## src/rtl/link_irq_pkg.sv

```systemverilog
package link_irq_pkg;

    // number of events and of level sources
    localparam int unsigned EVT_N = 6;
    localparam int unsigned LVL_N = 3;

    // status / enable bit positions (the host decodes these)
    localparam int unsigned EV_HPD  = 0;
    localparam int unsigned EV_RXS  = 1;
    localparam int unsigned EV_VID  = 2;
    localparam int unsigned EV_DDC  = 3;
    localparam int unsigned EV_AUD  = 4;
    localparam int unsigned EV_AUTH = 5;

    // register addresses
    typedef enum logic [1:0] {
        RA_STATUS = 2'd0,
        RA_ENABLE = 2'd1,
        RA_CTRL   = 2'd2,
        RA_LEVEL  = 2'd3
    } reg_addr_e;

endpackage

```

## src/rtl/lirq_level_watch.sv

```systemverilog
// Synchronizes N asynchronous levels and flags a change in either direction.
module lirq_level_watch #(
    parameter int unsigned N      = 3,
    parameter int unsigned STAGES = 2
) (
    input  logic         clk,
    input  logic         rst_n,
    input  logic [N-1:0] lvl_i,
    output logic [N-1:0] level_o,
    output logic [N-1:0] change_o
);

    localparam int unsigned LAST = STAGES - 1;

    typedef struct packed {
        logic [STAGES-1:0][N-1:0] chain;
        logic [N-1:0]             prev;
    } lw_state_t;

    lw_state_t s_d, s_q;

    always_comb begin
        s_d          = s_q;
        s_d.chain[0] = lvl_i;
        for (int k = 1; k < STAGES; k++) begin
            s_d.chain[k] = s_q.chain[k-1];
        end
        s_d.prev = s_q.chain[LAST];
    end

    always_ff @(posedge clk or negedge rst_n) begin
        if (!rst_n) s_q <= '0;
        else        s_q <= s_d;
    end

    assign level_o  = s_q.chain[LAST];
    assign change_o = level_o ^ s_q.prev;

    // a new synchronized level is always flagged in that cycle
    assert_change_flagged_R1: assert property (@(posedge clk) disable iff (!rst_n)
        (!$stable(level_o)) |-> (change_o == (level_o ^ $past(level_o))));

endmodule

```

## src/rtl/lirq_event_core.sv

```systemverilog
// Sticky status, enable, polarity and registered interrupt line.
module lirq_event_core #(
    parameter int unsigned N = 6
) (
    input  logic         clk,
    input  logic         rst_n,
    input  logic [N-1:0] evt_i,
    input  logic [N-1:0] clr_i,
    input  logic         en_we_i,
    input  logic [N-1:0] en_wdata_i,
    input  logic         pol_we_i,
    input  logic         pol_wdata_i,
    output logic [N-1:0] status_o,
    output logic [N-1:0] enable_o,
    output logic         pol_o,
    output logic         irq_o
);

    typedef struct packed {
        logic [N-1:0] status;
        logic [N-1:0] enable;
        logic         pol;
        logic         irq;
    } core_state_t;

    core_state_t c_d, c_q;
    logic        any_d;

    always_comb begin
        c_d = c_q;
        // an event outranks a clear of the same bit
        c_d.status = (c_q.status & ~clr_i) | evt_i;
        if (en_we_i)  c_d.enable = en_wdata_i;
        if (pol_we_i) c_d.pol    = pol_wdata_i;
        any_d = |(c_d.status & c_d.enable);
        c_d.irq = ~(any_d ^ c_d.pol);
    end

    always_ff @(posedge clk or negedge rst_n) begin
        if (!rst_n) begin
            c_q.status <= '0;
            c_q.enable <= '0;
            c_q.pol    <= 1'b0;
            c_q.irq    <= 1'b1;
        end else begin
            c_q <= c_d;
        end
    end

    assign status_o = c_q.status;
    assign enable_o = c_q.enable;
    assign pol_o    = c_q.pol;
    assign irq_o    = c_q.irq;

    // every event lands in the status register on the next edge
    assert_event_latched_R4: assert property (@(posedge clk) disable iff (!rst_n)
        (|evt_i) |=> ((c_q.status & $past(evt_i)) == $past(evt_i)));

    // set bits not being cleared stay set
    assert_sticky_hold_R5: assert property (@(posedge clk) disable iff (!rst_n)
        1'b1 |=> ((c_q.status & $past(c_q.status & ~clr_i)) == $past(c_q.status & ~clr_i)));

    // a clear without a competing event empties the bit
    assert_clear_works_R6: assert property (@(posedge clk) disable iff (!rst_n)
        (|(clr_i & ~evt_i)) |=> ((c_q.status & $past(clr_i & ~evt_i)) == '0));

    // with nothing enabled and pending, the line sits at its idle level
    assert_idle_level_R9: assert property (@(posedge clk) disable iff (!rst_n)
        ((c_q.status & c_q.enable) == '0) |-> (c_q.irq == ~c_q.pol));

    // an enabled pending event drives the active level
    assert_active_level_R8: assert property (@(posedge clk) disable iff (!rst_n)
        ((c_q.status & c_q.enable) != '0) |-> (c_q.irq == c_q.pol));

endmodule

```

## src/rtl/link_irq_ctrl.sv

```systemverilog
// Link event interrupt controller: top level with register decode.
module link_irq_ctrl
    import link_irq_pkg::*;
#(
    parameter int unsigned DATA_W      = 8,
    parameter int unsigned ADDR_W      = 2,
    parameter int unsigned SYNC_STAGES = 2
) (
    input  logic              clk,
    input  logic              rst_n,
    input  logic              hpd_lvl_i,
    input  logic              rxsense_lvl_i,
    input  logic              vstable_lvl_i,
    input  logic              ddc_hang_p_i,
    input  logic              afifo_ovf_p_i,
    input  logic              auth_fail_p_i,
    input  logic [ADDR_W-1:0] reg_addr_i,
    input  logic [DATA_W-1:0] reg_wdata_i,
    input  logic              reg_we_i,
    output logic [DATA_W-1:0] reg_rdata_o,
    output logic              irq_o
);

    localparam logic [ADDR_W-1:0] A_STATUS = ADDR_W'(RA_STATUS);
    localparam logic [ADDR_W-1:0] A_ENABLE = ADDR_W'(RA_ENABLE);
    localparam logic [ADDR_W-1:0] A_CTRL   = ADDR_W'(RA_CTRL);
    localparam logic [ADDR_W-1:0] A_LEVEL  = ADDR_W'(RA_LEVEL);

    logic [LVL_N-1:0] lvl_raw, lvl_sync, lvl_chg;
    logic [EVT_N-1:0] evt_vec, clr_vec, status, enable;
    logic             pol;
    logic             wr_status, wr_enable, wr_ctrl;

    assign lvl_raw[EV_HPD] = hpd_lvl_i;
    assign lvl_raw[EV_RXS] = rxsense_lvl_i;
    assign lvl_raw[EV_VID] = vstable_lvl_i;

    lirq_level_watch #(
        .N      (LVL_N),
        .STAGES (SYNC_STAGES)
    ) i_level_watch (
        .clk      (clk),
        .rst_n    (rst_n),
        .lvl_i    (lvl_raw),
        .level_o  (lvl_sync),
        .change_o (lvl_chg)
    );

    always_comb begin
        evt_vec               = '0;
        evt_vec[LVL_N-1:0]    = lvl_chg;
        evt_vec[EV_DDC]       = ddc_hang_p_i;
        evt_vec[EV_AUD]       = afifo_ovf_p_i;
        evt_vec[EV_AUTH]      = auth_fail_p_i;
    end

    assign wr_status = reg_we_i && (reg_addr_i == A_STATUS);
    assign wr_enable = reg_we_i && (reg_addr_i == A_ENABLE);
    assign wr_ctrl   = reg_we_i && (reg_addr_i == A_CTRL);
    assign clr_vec   = wr_status ? reg_wdata_i[EVT_N-1:0] : '0;

    lirq_event_core #(
        .N (EVT_N)
    ) i_event_core (
        .clk         (clk),
        .rst_n       (rst_n),
        .evt_i       (evt_vec),
        .clr_i       (clr_vec),
        .en_we_i     (wr_enable),
        .en_wdata_i  (reg_wdata_i[EVT_N-1:0]),
        .pol_we_i    (wr_ctrl),
        .pol_wdata_i (reg_wdata_i[0]),
        .status_o    (status),
        .enable_o    (enable),
        .pol_o       (pol),
        .irq_o       (irq_o)
    );

    always_comb begin
        reg_rdata_o = '0;
        unique case (reg_addr_i)
            A_STATUS: reg_rdata_o[EVT_N-1:0] = status;
            A_ENABLE: reg_rdata_o[EVT_N-1:0] = enable;
            A_CTRL:   reg_rdata_o[0]         = pol;
            A_LEVEL:  reg_rdata_o[LVL_N-1:0] = lvl_sync;
            default:  reg_rdata_o            = '0;
        endcase
    end

    // an enabled pulse event reaches the pin one edge later
    assert_pulse_to_pin_R7: assert property (@(posedge clk) disable iff (!rst_n)
        ((|(evt_vec & enable)) && !wr_enable && !wr_ctrl) |=> (irq_o == pol));

    // the level register holds while the synchronized levels hold
    assert_level_ro_R10: assert property (@(posedge clk) disable iff (!rst_n)
        (reg_we_i && reg_addr_i == A_LEVEL && lvl_chg == '0)
            |=> (lvl_sync == $past(lvl_sync)));

endmodule

```

## config.mk

```make
export PLATFORM = sky130hd
export DESIGN_NAME = link_irq_ctrl
export DESIGN_NICKNAME = d
export VERILOG_FILES = /design/src/rtl/link_irq_pkg.sv /design/src/rtl/lirq_level_watch.sv /design/src/rtl/lirq_event_core.sv /design/src/rtl/link_irq_ctrl.sv
export SDC_FILE = /design/constraint.sdc
export NUM_CORES = 1
export LEC_CHECK = 0
export CORE_ASPECT_RATIO = 2
export CORE_MARGIN = 2
export CORE_UTILIZATION = 25
export DETAILED_ROUTE_END_ITERATION = 10
export HOLD_SLACK_MARGIN = 0.15
export SLEW_MARGIN = 25
export SYNTH_ARGS = -nofsm -noshare
export SYNTH_HDL_FRONTEND = slang
export SYNTH_SLANG_ARGS = --single-unit
```

## constraint.sdc

```tcl
create_clock -name clk -period 2 [get_ports clk]
set_clock_uncertainty 0.15 [all_clocks]
set_input_delay 0.4 -clock clk [delete_from_list [all_inputs] [get_ports clk]]
set_output_delay 0.4 -clock clk [all_outputs]
set_load 0.03 [all_outputs]
```

## Word-level counts from Yosys, hierarchy flattened

Index checks and enable logic that the tools add are counted.

| storage, ports and cells | value |
|---|---|
| output and inout port bits | 9 |
| register bits | 23 |
| input port bits | 19 |
| word-level logic and storage cells | 28 |

| operators by class | value |
|---|---|
| reductions and logical operators | 5 |
| bitwise operators | 7 |
| equal/unequal tests | 3 |
| muxes and demuxes | 6 |

Operator list:

| kind | number |
|---|---|
| bitwise AND 6 bit | 2 |
| 2-to-1 mux 6 bit | 2 |
| NOT 6 bit | 1 |
| bitwise OR 6 bit | 1 |
| case mux 2 bit (3 select lines) | 1 |
| case mux 3 bit (2 select lines) | 1 |
| OR reduction 6 bit | 1 |
| equality test 2 bit, second input constant | 2 |
| case mux 1 bit (4 select lines) | 1 |
| logical AND 1 bit | 3 |
| bitwise XOR 3 bit | 1 |
| equality test 2 x 1 -> 1 bit, second input constant | 1 |
| zero test 2 bit | 1 |
| 2-to-1 mux 1 bit | 1 |
| NOT 1 bit | 1 |
| bitwise XOR 1 bit | 1 |

## Logic depth before layout (Yosys ltp)

Gate-level depths: netlist of the first run.

| depth | value |
|---|---|
| depth after elaboration | 10 |
| depth in mapped cells | 6 |
| mapped depth without buffers | 5 |

## By module

A second synthesis of the first run with hierarchy kept.

| second synthesis, totals | value |
|---|---|
| cell total of the unflattened synthesis | 84 |
| area total of the unflattened synthesis | 1,083.5 sq um |

By module, submodules not included:

| module | sequential area each (sq um) | times used | cells each | area each (sq um) |
|---|---|---|---|---|
| lirq_event_core | 351.6 | 1 | 41 | 594.3 |
| lirq_level_watch | 225.2 | 1 | 15 | 274.0 |
| link_irq_ctrl | 0.0 | 1 | 28 | 215.2 |

## Worst setup path before layout of the first run

No wires, ideal clock.

| path | value |
|---|---|
| kind | input-to-output |
| start | input reg_addr_i[0] |
| end | output reg_rdata_o[1] |
| slack | 0.130 ns |
| required time | 1.450 ns |
| data arrival time | 1.320 ns |
| stages | 3 |
| buffers on the path | 1 |
| path through | buf_6 > mux2i_1 > o21ai_0 |

| on the way | value |
|---|---|
| word-level cells in the longest chain between the ends | 2 |
| elaborated cells on any way between the ends | 4 |
| classes of those cells | 2 x eq/ne; 1 x mux; 1 x reduce/logical |

RTL lines:

| item | line | source |
|---|---|---|
| start, declared | link_irq_ctrl.sv:17 | `input logic [ADDR_W-1:0] reg_addr_i,` |
| equality test 2 bit (tied with other cells) | link_irq_ctrl.sv:81 | `unique case (reg_addr_i)` |
| case mux 2 bit (3 select lines) (*) | link_irq_ctrl.sv:81 |  |
| end, declared | link_irq_ctrl.sv:20 | `output logic [DATA_W-1:0] reg_rdata_o,` |

Every way passes the cells marked *; elsewhere a longest branch is shown, timed or not.

## Worst setup path in the final report of the first run

| path | value |
|---|---|
| start | register i_level_watch.s_q, in the netlist i_level_watch.level_o[0] |
| end | output reg_rdata_o[0] |

| on the way | value |
|---|---|
| word-level cells in the longest chain between the ends | 1 |

RTL lines:

| item | line | source |
|---|---|---|
| start, declared | lirq_level_watch.sv:20 | `lw_state_t s_d, s_q;` |
| start signal, assigned | lirq_level_watch.sv:32 | `if (!rst_n) s_q <= '0;` |
| start signal, assigned | lirq_level_watch.sv:33 | `else s_q <= s_d;` |
| case mux 1 bit (4 select lines) | link_irq_ctrl.sv:81 |  |

No other way between the ends.

==> results of run 1 <==
## final cells by class
type	count	share of cell area
inverter	4	0.0106
clock buffer	4	0.0317
sequential	23	0.406
timing repair buffer	36	0.215
multi-input combinational	48	0.292
tap	51	0.0449
## through the flow
stage | TNS, ps | hold slack [ps] | total power (W) | util | instance area (um^2)
after floorplan | 0 | -45.6 | 0.000685 | - | 1020
after global placement | -1830 | 186 | 0.000796 | 0.350 | 1360
after detailed placement | -1980 | 186 | 0.000803 | 0.350 | 1360
after CTS | 0 | 205 | 0.00109 | 0.363 | 1410
after global routing | 0 | 216 | 0.00113 | 0.366 | 1420
final | 0 | 206 | 0.00107 | 0.366 | 1420
## what timing repair did
action | 4_1_cts | 5_1_grt
hold buffers | 0 | 0
setup buffers | 1 | 0
gates cloned | 1 | 0
gates resized for setup | 11 | 5
setup endpoints to repair | 8 | 2
pin swaps | 0 | 4
## state kept, by name, indices dropped and copies added, names as in the netlist
| signal | cells |
|---|---|
| i_event_core.irq_o | 1 |
| i_level_watch.s_d | 3 |
| i_level_watch.level_o | 3 |
| i_event_core.pol_o | 1 |
| i_event_core.status_o | 6 |
| i_level_watch.s_q | 3 |
| i_event_core.enable_o | 6 |
## cells by family after synthesis
kind of cell | Yosys count
buffers and inverters | 8
other | 1
muxes | 13
AOI/OAI and AO/OA | 12
DFF | 23
xor gates and xnor gates | 4
and+or+nand+nor | 17
## power by group
part | internal [W] | switching, W | total [W] | leakage [nW]
logic | 0.000122 | 0.000127 | 0.000248 | 0.352
clock network | 0.000142 | 0.000141 | 0.000283 | 0.0228
registers | 0.000514 | 0.0000256 | 0.000540 | 0.253
total | 0.000777 | 0.000293 | 0.00107 | 0.627
## placed cells by master, fill, tap and decap left out, types with 3 or more instances in the layout
cell type / n
dlygate4sd2_1: 3
clkdlybuf4s50_1: 13
buf_4: 17
mux2i_1: 5
xnor2_1: 3
inv_1: 4
o21ai_0: 4
mux2_2: 4
clkbuf_8: 3
dfrtp_1: 22
nor2_1: 4
## per-layer routing
| metal | up-vias | part of all wire | GRT usage |
|---|---|---|---|
| met5 | - | 0 | 0 |
| met2 | 18 | 0.58 | 0.203 |
| met1 | 376 | 0.37 | 0.116 |
| met4 | 0 | 0.0084 | 0.0429 |
| met3 | 2 | 0.035 | 0.0174 |
| li1 | 348 | - | - |
## worst paths after layout
path / startpoint / endpoint / slack (ps) / cells past startpoint
hold reg to reg: i_level_watch.s_d[6] / i_level_watch.level_o[0] / 210 / 0
min in group asynchronous: rst_n / i_level_watch.level_o[1] / 330 / 2
setup reg to reg: i_level_watch.level_o[0] / i_event_core.irq_o / 430 / 5
setup / recovery: i_level_watch.level_o[0] / reg_rdata_o[0] / 130 / 2
max in group asynchronous: rst_n / i_event_core.irq_o / 1080 / 2
hold / removal: i_level_watch.s_d[6] / i_level_watch.level_o[0] / 210 / 0
## synth_stat cells, drive strengths merged
cell type / instances
a21boi: 1
a21o: 2
a222oi: 1
a31oi: 1
and4bb: 1
buf: 3
clkbuf: 1
conb: 1
dfrtp: 22
dfstp: 1
inv: 4
mux2: 7
mux2i: 5
mux4: 1
nand2: 2
nand2b: 1
nand3: 2
nand3b: 2
nand4: 1
nand4bb: 1
nor2: 4
nor3b: 1
nor4bb: 1
o211ai: 1
o21ai: 5
o221ai: 1
or2: 1
xnor2: 3
xor2: 1
## critical path: cells and delay by family (launching register included)
family | cells | cell delay, ps
mux | 1 | 470
flops | 1 | 410
buf+inv | 1 | 190
==> summary.log, run 1 <==
INFO  grt            vias_in_the_first_global_route=813
INFO  synthesis      synth_xor_xnor_area_share=0.0343
INFO  synthesis      synthSimpleGateAreaFrac=0.123
INFO  grt            total_overflow_reported_by_the_global_router=0
INFO  detailed_routing drtIter0Drc=11
INFO  clock_tree     cts_inserted_buffers=3
INFO  run_status     outcome=complete, no violations
INFO  layout         layout.filler_cells=405
INFO  synthesis      synthesis.instances=78
INFO  pwr            power.leakage=0.627nW
INFO  setup_path     setup.worst_path.end_class=output pin
INFO  setup_path     timing.critical_path.slowest_cell_delay=470ps
INFO  layout         final_nets=135
INFO  clock_tree     cts-root-buf=clkbuf_8
INFO  sta            rsz0062_at_grt=false
INFO  clock_tree     clock_insertion_delay_worst_skew=260ps
INFO  layout         register_area=577um^2
INFO  sta            min_tclk_post_route=1870ps
INFO  setup_path     worstSetupStartpointType=flop
INFO  detailed_routing detail_route.wirelength=2.27mm
INFO  detailed_routing drc_errors=0
INFO  detailed_routing detail_route.wl_per_cell=13.7um
INFO  layout         fin_cells=166
INFO  synthesis      synth.ff_latch_count=23
INFO  clock_tree     cts_sinks=23
INFO  synthesis      synth-warning-count=0
INFO  grt            number_of_antenna_violations_at_the_first_check_in_global_routing=0
INFO  min_path       holdCritPathClass=reg -> reg
INFO  run            max_cap_viol_count=0
INFO  clock_tree     cts_tree=done
INFO  floorplan      die_y=94.4um
INFO  floorplan      rows=32
INFO  setup_path     crit_chain=mux4_2 > buf_2
INFO  grt            wire_length_of_the_first_global_routing_pass=3.77mm
INFO  synthesis      synth_adder_area_share=0
INFO  floorplan      floorplan.die_area=4640um^2
INFO  detailed_routing avgViaCountPerCell=4.48
INFO  synthesis      area_leader_netlist=dfrtp_1
INFO  floorplan      io_pins=28
INFO  clock_tree     cts.reportedPaths.clkPinSlew=80ps
INFO  detailed_routing vias=744
INFO  placement      numPortBuffers=23
INFO  synthesis      synth-compound-area-share=0.0784
INFO  layout         final_layout_size_suffix_gt1_frac=0.296
INFO  synthesis      synth_top_cell_area_share=0.539
INFO  sta            setup_viol=0
INFO  detailed_routing route.antenna.remaining_nets=0
INFO  layout         antennaDiodeCount=0
INFO  synthesis      synth_top_family_by_area=multiplexers
INFO  placement      dp.cells=160
INFO  setup_path     timing.critical_path.required=1450ps
INFO  synthesis      number_of_unique_standard_cell_types_used_by_synthesis=33
INFO  synthesis      netlist_area=1020um^2
INFO  synthesis      synth_area_leaders=dfrtp_1 54%, mux2i_1 4.9%, mux2_2 4.4%
INFO  layout         area_growth_synth_to_finish=39.2%
INFO  setup_path     worstPathArrival=1320ps
INFO  synthesis      synthMuxAreaShare=0.152
INFO  clock_tree     clockBufferDepth=2
INFO  layout         multiInputGateArea=415um^2
INFO  sta            drv_slew=0
INFO  pwr            peakVddDrop=0.435mV
INFO  grt            grt_max_degree=24
INFO  synthesis      yosysSeqAreaShare=0.565
INFO  placement      routabilityCongestion=0.765
INFO  setup_path     critPathMaxFanout=3
INFO  floorplan      die_width=49.2um
INFO  setup_path     cpMaxStageDelayCell=mux4_2
INFO  placement      placement.setup.worst_slack=-561ps
INFO  synthesis      synth_area_per_cell=13.1um^2
INFO  sta            setup_slack=125ps
INFO  placement      place.detailed.hpwl=1.74mm
INFO  floorplan      effective_utilization_at_floorplan=0.263
INFO  sta            min_period_over_period=0.937
INFO  floorplan      placeableCoreArea=3880um^2
INFO  detailed_routing drtPass1Iterations=4
INFO  sta            finalHoldViolCount=0
INFO  clock_tree     cts_max_level=1
INFO  pwr            pwr_density_cell=753nW/um^2
INFO  sta            max_freq=533MHz
INFO  grt            global_route.usage.total=0.108
INFO  setup_path     crit_type=reg -> out
Note: power is estimated with default switching activity, not from simulation.
==> inputs of run 2 (changes only) <==
- CORE_MARGIN: 2 -> 1
==> summary.log, run 2 (synthesis gave the netlist of run 1 again) <==
INFO  clock_tree     cts_tree=done [unchanged]
INFO  grt            top_usage_layer=met2 [unchanged]
INFO  setup_path     critical_path.reg2reg.startpoint=i_level_watch.level_o[0] [unchanged]
INFO  detailed_routing vias=724 [was 744]
INFO  sta            setup_viol=0 [unchanged]
INFO  setup_path     regToRegEndpoint=i_event_core.irq_o [unchanged]
INFO  floorplan      die_width=47.2um [was 49.2 um]
INFO  detailed_routing drc_errors=0 [unchanged]
INFO  placement      routabilityCongestion=0.748 [was 0.765]
INFO  setup_path     r2r_slack=470ps [was 430 ps]
INFO  sta            worst_hold_slack_across_all_endpoints=201ps [was 206 ps]
INFO  detailed_routing avgViaCountPerCell=4.39 [was 4.48]
INFO  grt            grt_max_degree=24 [unchanged]
INFO  detailed_routing detail_route.wirelength=2.17mm [was 2.27 mm]
INFO  floorplan      io_pins=28 [unchanged]
INFO  sta            min_tclk_post_route=1930ps [was 1870 ps]
INFO  detailed_routing drtIter0Drc=8 [was 11]
INFO  setup_path     setup.worst_path.end_class=output pin [unchanged]
INFO  clock_tree     clockBufferDepth=2 [unchanged]
INFO  sta            drv_slew=0 [unchanged]
INFO  floorplan      die_y=92.4um [was 94.4 um]
INFO  grt            vias_in_the_first_global_route=785 [was 813]
INFO  layout         layout.cells.most_common=dfrtp_1 [unchanged]
INFO  grt            wire_length_of_the_first_global_routing_pass=3.63mm [was 3.77 mm]
INFO  clock_tree     cts_max_level=1 [unchanged]
INFO  layout         final_layout_size_suffix_gt1_frac=0.272 [was 0.296]
INFO  pwr            total_power=0.00106W [was 0.00107 W]
INFO  sta            finalHoldViolCount=0 [unchanged]
INFO  sta            rsz0062_at_grt=false [unchanged]
INFO  placement      place.detailed.hpwl=1.63mm [was 1.74 mm]
INFO  run_status     outcome=complete, no violations [unchanged]
INFO  layout         final_cell_mix=22 x dfrtp_1, 15 x buf_4, 13 x clkdlybuf4s50_1, 5 x mux2i_1 [was 22 x dfrtp_1, 17 x buf_4, 13 x clkdlybuf4s50_1, 5 x mux2i_1]
INFO  run            max_cap_viol_count=0 [unchanged]
INFO  min_path       hold-path-endpoint=i_level_watch.level_o[0] [unchanged]
INFO  placement      numPortBuffers=23 [unchanged]
INFO  detailed_routing detail_route.wl_per_cell=13.2um [was 13.7 um]
INFO  min_path       holdCritStartpoint=i_level_watch.s_d[6] [unchanged]
INFO  setup_path     worstSetupStartpointType=input port [was flop]
INFO  grt            grtUsageMet2=0.194 [was 0.203]
INFO  floorplan      effective_utilization_at_floorplan=0.263 [unchanged]
INFO  clock_tree     clock_insertion_delay_worst_skew=260ps [about the same]
INFO  layout         layout.core_utilization=0.361 [was 0.366]
INFO  clock_tree     cts_inserted_buffers=3 [unchanged]
INFO  sta            min_period_over_period=0.965 [was 0.937]
INFO  grt            groute.layer.met1.usage=0.141 [was 0.116]
INFO  pwr            peakVddDrop=0.413mV [was 0.435 mV]
INFO  clock_tree     cts_hold_buffers=0 [unchanged]
INFO  detailed_routing route.antenna.remaining_nets=0 [unchanged]
INFO  setup_path     crit_type=in -> out [was reg -> out]
INFO  detailed_routing drtPass1Iterations=4 [unchanged]
INFO  floorplan      rows=32 [unchanged]
INFO  clock_tree     cts.reportedPaths.clkPinSlew=80ps [about the same]
INFO  grt            global_route.usage.total=0.117 [was 0.108]
INFO  pwr            power.leakage=0.619nW [was 0.627 nW]
INFO  layout         final_nets=134 [was 135]
INFO  layout         antennaDiodeCount=0 [unchanged]
INFO  floorplan      floorplan.die_area=4360um^2 [was 4640 um^2]
INFO  pwr            pwr_density_cell=759nW/um^2 [was 753 nW/um^2]
INFO  grt            total_overflow_reported_by_the_global_router=0 [unchanged]
INFO  clock_tree     cts_sinks=23 [unchanged]
INFO  grt            grt_util_met3=0.0117 [was 0.0174]
INFO  floorplan      placeableCoreArea=3880um^2 [unchanged]
INFO  layout         area_growth_synth_to_finish=37.4% [was 39.2%]
INFO  grt            number_of_antenna_violations_at_the_first_check_in_global_routing=0 [unchanged]
INFO  min_path       whs_path_depth=0 [unchanged]
INFO  min_path       holdCritPathClass=reg -> reg [unchanged]
INFO  clock_tree     cts-root-buf=clkbuf_8 [unchanged]
INFO  setup_path     worstPathArrival=1380ps [was 1320 ps]
INFO  sta            max_freq=518MHz [was 533 MHz]
INFO  setup_path     critPathMaxFanout=3 [unchanged]
INFO  sta            final_tns_setup=0ps [unchanged]
INFO  setup_path     rr_worst_depth=5 [unchanged]
INFO  setup_path     timing.critical_path.required=1450ps [about the same]
-- run 2: metrics by stage --
stage | instance area, um^2 | worst slack, ps | cells
floorplan | 1020 | 130 | 79
finish | 1400 | 69.5 | 165
global route | 1400 | 15.1 | 165
global placement | 1360 | -551 | 160
detailed placement | 1360 | -575 | 160
CTS | 1400 | 47.7 | 165
-- run 2: worst max-delay path by stage --
stage | startpoint | to | slack, ps
floorplan | reg_addr_i[0] | reg_rdata_o[1] | 130
global placement | reg_addr_i[0] | reg_rdata_o[0] | -550
detailed placement | reg_addr_i[0] | reg_rdata_o[0] | -580
CTS | reg_addr_i[0] | i_event_core.irq_o | 50
global route | reg_addr_i[0] | i_event_core.irq_o | 20
finish | reg_addr_i[0] | reg_rdata_o[0] | 70
-- run 2: routing by layer --
metal / up-vias / part of all wire
li1: 345 / -
met1: 355 / 0.38
met2: 20 / 0.58
met3: 4 / 0.028
met4: 0 / 0.019
met5: - / 0
-- run 2: critical path: stages --
cell and delay, ps:
dlygate4sd2_1 280, mux4_2 510, buf_2 190
-- run 2: power by group --
part	switching, W	internal (W)
Combinational	0.000124	0.000119
Clock	0.000140	0.000142
Sequential	0.0000244	0.000514
-- run 2: layout make-up --
| type | count | area [um^2] |
|---|---|---|
| Fill cell | 390 | 2480 |
| Sequential cell | 23 | 577 |
| Clock buffer | 4 | 45.0 |
| Inverter | 4 | 15.0 |
| Multi-Input combinational cell | 48 | 403 |
| Tap cell | 51 | 63.8 |
| Timing Repair Buffer | 35 | 299 |
-- run 2: timing repair --
| action | 4_1_cts | 5_1_grt |
|---|---|---|
| setup endpoints to repair | 8 | 2 |
| cloned | 1 | 0 |
| gates resized for setup | 10 | 1 |
| endpoints found under the hold margin | 0 | 0 |
| pin swaps | 1 | 1 |
| setup buffers | 0 | 0 |
==> inputs of run 3 (changes only) <==
- CAP_MARGIN: not set -> 20
- CORE_ASPECT_RATIO: 2 -> not set
- CORE_UTILIZATION: 25 -> 46
- GPL_ROUTABILITY_DRIVEN: not set -> 0
- PLACE_DENSITY: not set -> 0.77
==> summary.log, run 3 (synthesis gave the netlist of run 1 again) <==
INFO  sta            worst_hold_slack_across_all_endpoints=209ps [was 201 ps]
INFO  pwr            power.leakage=0.612nW [was 0.619 nW]
INFO  floorplan      placeableCoreArea=2020um^2 [was 3880 um^2]
INFO  pwr            total_power=0.000973W [was 0.00106 W]
INFO  run_status     outcome=complete, no violations [unchanged]
INFO  setup_path     cpMaxStageDelayCell=mux4_2 [unchanged]
INFO  setup_path     setup.worst_path.end_class=output pin [unchanged]
INFO  detailed_routing drtPass1Iterations=4 [unchanged]
INFO  sta            max_freq=531MHz [was 518 MHz]
INFO  setup_path     timing.critical_path.required=1450ps [about the same]
INFO  sta            min_tclk_post_route=1880ps [was 1930 ps]
INFO  clock_tree     clockBufferDepth=2 [unchanged]
INFO  pwr            peakVddDrop=0.491mV [was 0.413 mV]
INFO  detailed_routing detail_route.wl_per_cell=13.2um [about the same]
INFO  setup_path     critPathMaxFanout=2 [was 3]
INFO  grt            wire_length_of_the_first_global_routing_pass=3.23mm [was 3.63 mm]
INFO  pwr            pwr_density_cell=722nW/um^2 [was 759 nW/um^2]
INFO  sta            min_period_over_period=0.942 [was 0.965]
INFO  setup_path     r2r_slack=410ps [was 470 ps]
INFO  clock_tree     cts-root-buf=clkbuf_4 [was clkbuf_8]
INFO  setup_path     timing.critical_path.slowest_cell_delay=500ps [was 510 ps]
INFO  clock_tree     cts_resized=10 [unchanged]
INFO  min_path       holdCritPathClass=reg -> reg [unchanged]
INFO  layout         fin_cells=139 [was 165]
INFO  clock_tree     cts_max_level=1 [unchanged]
INFO  grt            global_route.usage.total=0.176 [was 0.117]
INFO  detailed_routing drc_errors=0 [unchanged]
INFO  placement      numPortBuffers=23 [unchanged]
INFO  sta            drv_slew=0 [unchanged]
INFO  layout         area_growth_synth_to_finish=32.0% [was 37.4%]
INFO  layout         final_nets=132 [was 134]
INFO  grt            total_overflow_reported_by_the_global_router=0 [unchanged]
INFO  layout         final_cell_mix=22 x dfrtp_1, 15 x buf_4, 13 x clkdlybuf4s50_1, 5 x mux2i_1, 5 x o21ai_0 [was 22 x dfrtp_1, 15 x buf_4, 13 x clkdlybuf4s50_1, 5 x mux2i_1]
INFO  clock_tree     clock_insertion_delay_worst_skew=290ps [was 260 ps]
INFO  detailed_routing drtIter0Drc=8 [unchanged]
INFO  placement      place.detailed.hpwl=1.42mm [was 1.63 mm]
INFO  floorplan      io_pins=28 [unchanged]
INFO  detailed_routing vias=713 [was 724]
INFO  setup_path     crit_type=in -> out [unchanged]
INFO  layout         layout.cells.most_common=dfrtp_1 [unchanged]
INFO  placement      dp.cells=135 [was 160]
INFO  grt            vias_in_the_first_global_route=728 [was 785]
INFO  run            max_cap_viol_count=0 [unchanged]
INFO  floorplan      floorplan.die_area=2410um^2 [was 4360 um^2]
INFO  clock_tree     cts_sinks=23 [unchanged]
INFO  setup_path     worstSetupStartpointType=input port [unchanged]
INFO  clock_tree     cts_hold_buffers=0 [unchanged]
INFO  clock_tree     cts_tree=done [unchanged]
INFO  detailed_routing route.antenna.remaining_nets=0 [unchanged]
INFO  sta            setup_viol=0 [unchanged]
INFO  layout         final_layout_size_suffix_gt1_frac=0.259 [was 0.272]
INFO  sta            rsz0062_at_grt=false [unchanged]
INFO  setup_path     crit_chain=dlygate4sd2_1 > mux4_2 > buf_4 [was dlygate4sd2_1 > mux4_2 > buf_2]
INFO  detailed_routing avgViaCountPerCell=5.13 [was 4.39]
INFO  clock_tree     post_cts_setup_buffer_count=0 [unchanged]
INFO  layout         antennaDiodeCount=0 [unchanged]
INFO  floorplan      rows=16 [was 32]
INFO  clock_tree     cts_inserted_buffers=3 [unchanged]
INFO  sta            finalHoldViolCount=0 [unchanged]
INFO  floorplan      die_width=49.1um [was 47.2 um]
INFO  grt            number_of_antenna_violations_at_the_first_check_in_global_routing=0 [unchanged]
INFO  floorplan      die_y=49.1um [was 92.4 um]
INFO  grt            grt_max_degree=24 [unchanged]
INFO  floorplan      effective_utilization_at_floorplan=0.505 [was 0.263]
INFO  clock_tree     cts.reportedPaths.clkPinSlew=110ps [was 80 ps]
INFO  detailed_routing detail_route.wirelength=1.84mm [was 2.17 mm]
INFO  setup_path     worstPathArrival=1330ps [was 1380 ps]
[run 3: power breakdown]
| group | switching, W | internal, W | leakage (nW) | total, W |
|---|---|---|---|---|
| logic | 0.000120 | 0.000120 | 0.344 | 0.000240 |
| clock network | 0.000119 | 0.0000774 | 0.0150 | 0.000197 |
| registers | 0.0000232 | 0.000514 | 0.253 | 0.000537 |
[run 3: worst paths after layout]
kind,from,depth (start not counted),to
max,reg_addr_i[0],3,reg_rdata_o[0]
min,i_level_watch.s_d[6],0,i_level_watch.level_o[0]
max reg2reg,i_level_watch.level_o[0],6,i_event_core.irq_o
min reg2reg,i_level_watch.s_d[6],0,i_level_watch.level_o[0]
max in group asynchronous,rst_n,2,i_event_core.irq_o
min in group asynchronous,rst_n,2,i_event_core.status_o[4]
[run 3: metrics by stage]
stage | utilization | cell area, um^2 | worst slack (ps) | setup TNS [ps]
after detailed placement | 0.653 | 1320 | -553 | -1720
final | 0.666 | 1350 | 117 | 0
after CTS | 0.665 | 1350 | 4.25 | 0
after global routing | 0.666 | 1350 | 50.8 | 0
after floorplan | - | 1020 | 130 | 0
after global placement | 0.653 | 1320 | -553 | -1670
[run 3: final cells by class]
class / instances / area (um^2)
well taps: 27 / 33.8
repair buffers: 33 / 293
flip-flops and latches: 23 / 577
clock buffers: 4 / 26.3
multi-input cells: 48 / 403
fillers: 170 / 674
inverters: 4 / 15.0
[run 3: routing by layer]
metal  vias to the layer above  GRT usage  routed length, um
li1                        342          -                  -
met5                         -          0                  0
met4                         0     0.0588                 19
met2                        25      0.295                885
met3                         4     0.0218                 98
met1                       342      0.236                833
[run 3: worst max-delay path: cells and delay by family]
family                 cells  cell delay, ps
buffers and inverters      2             430
multiplexers               1             500
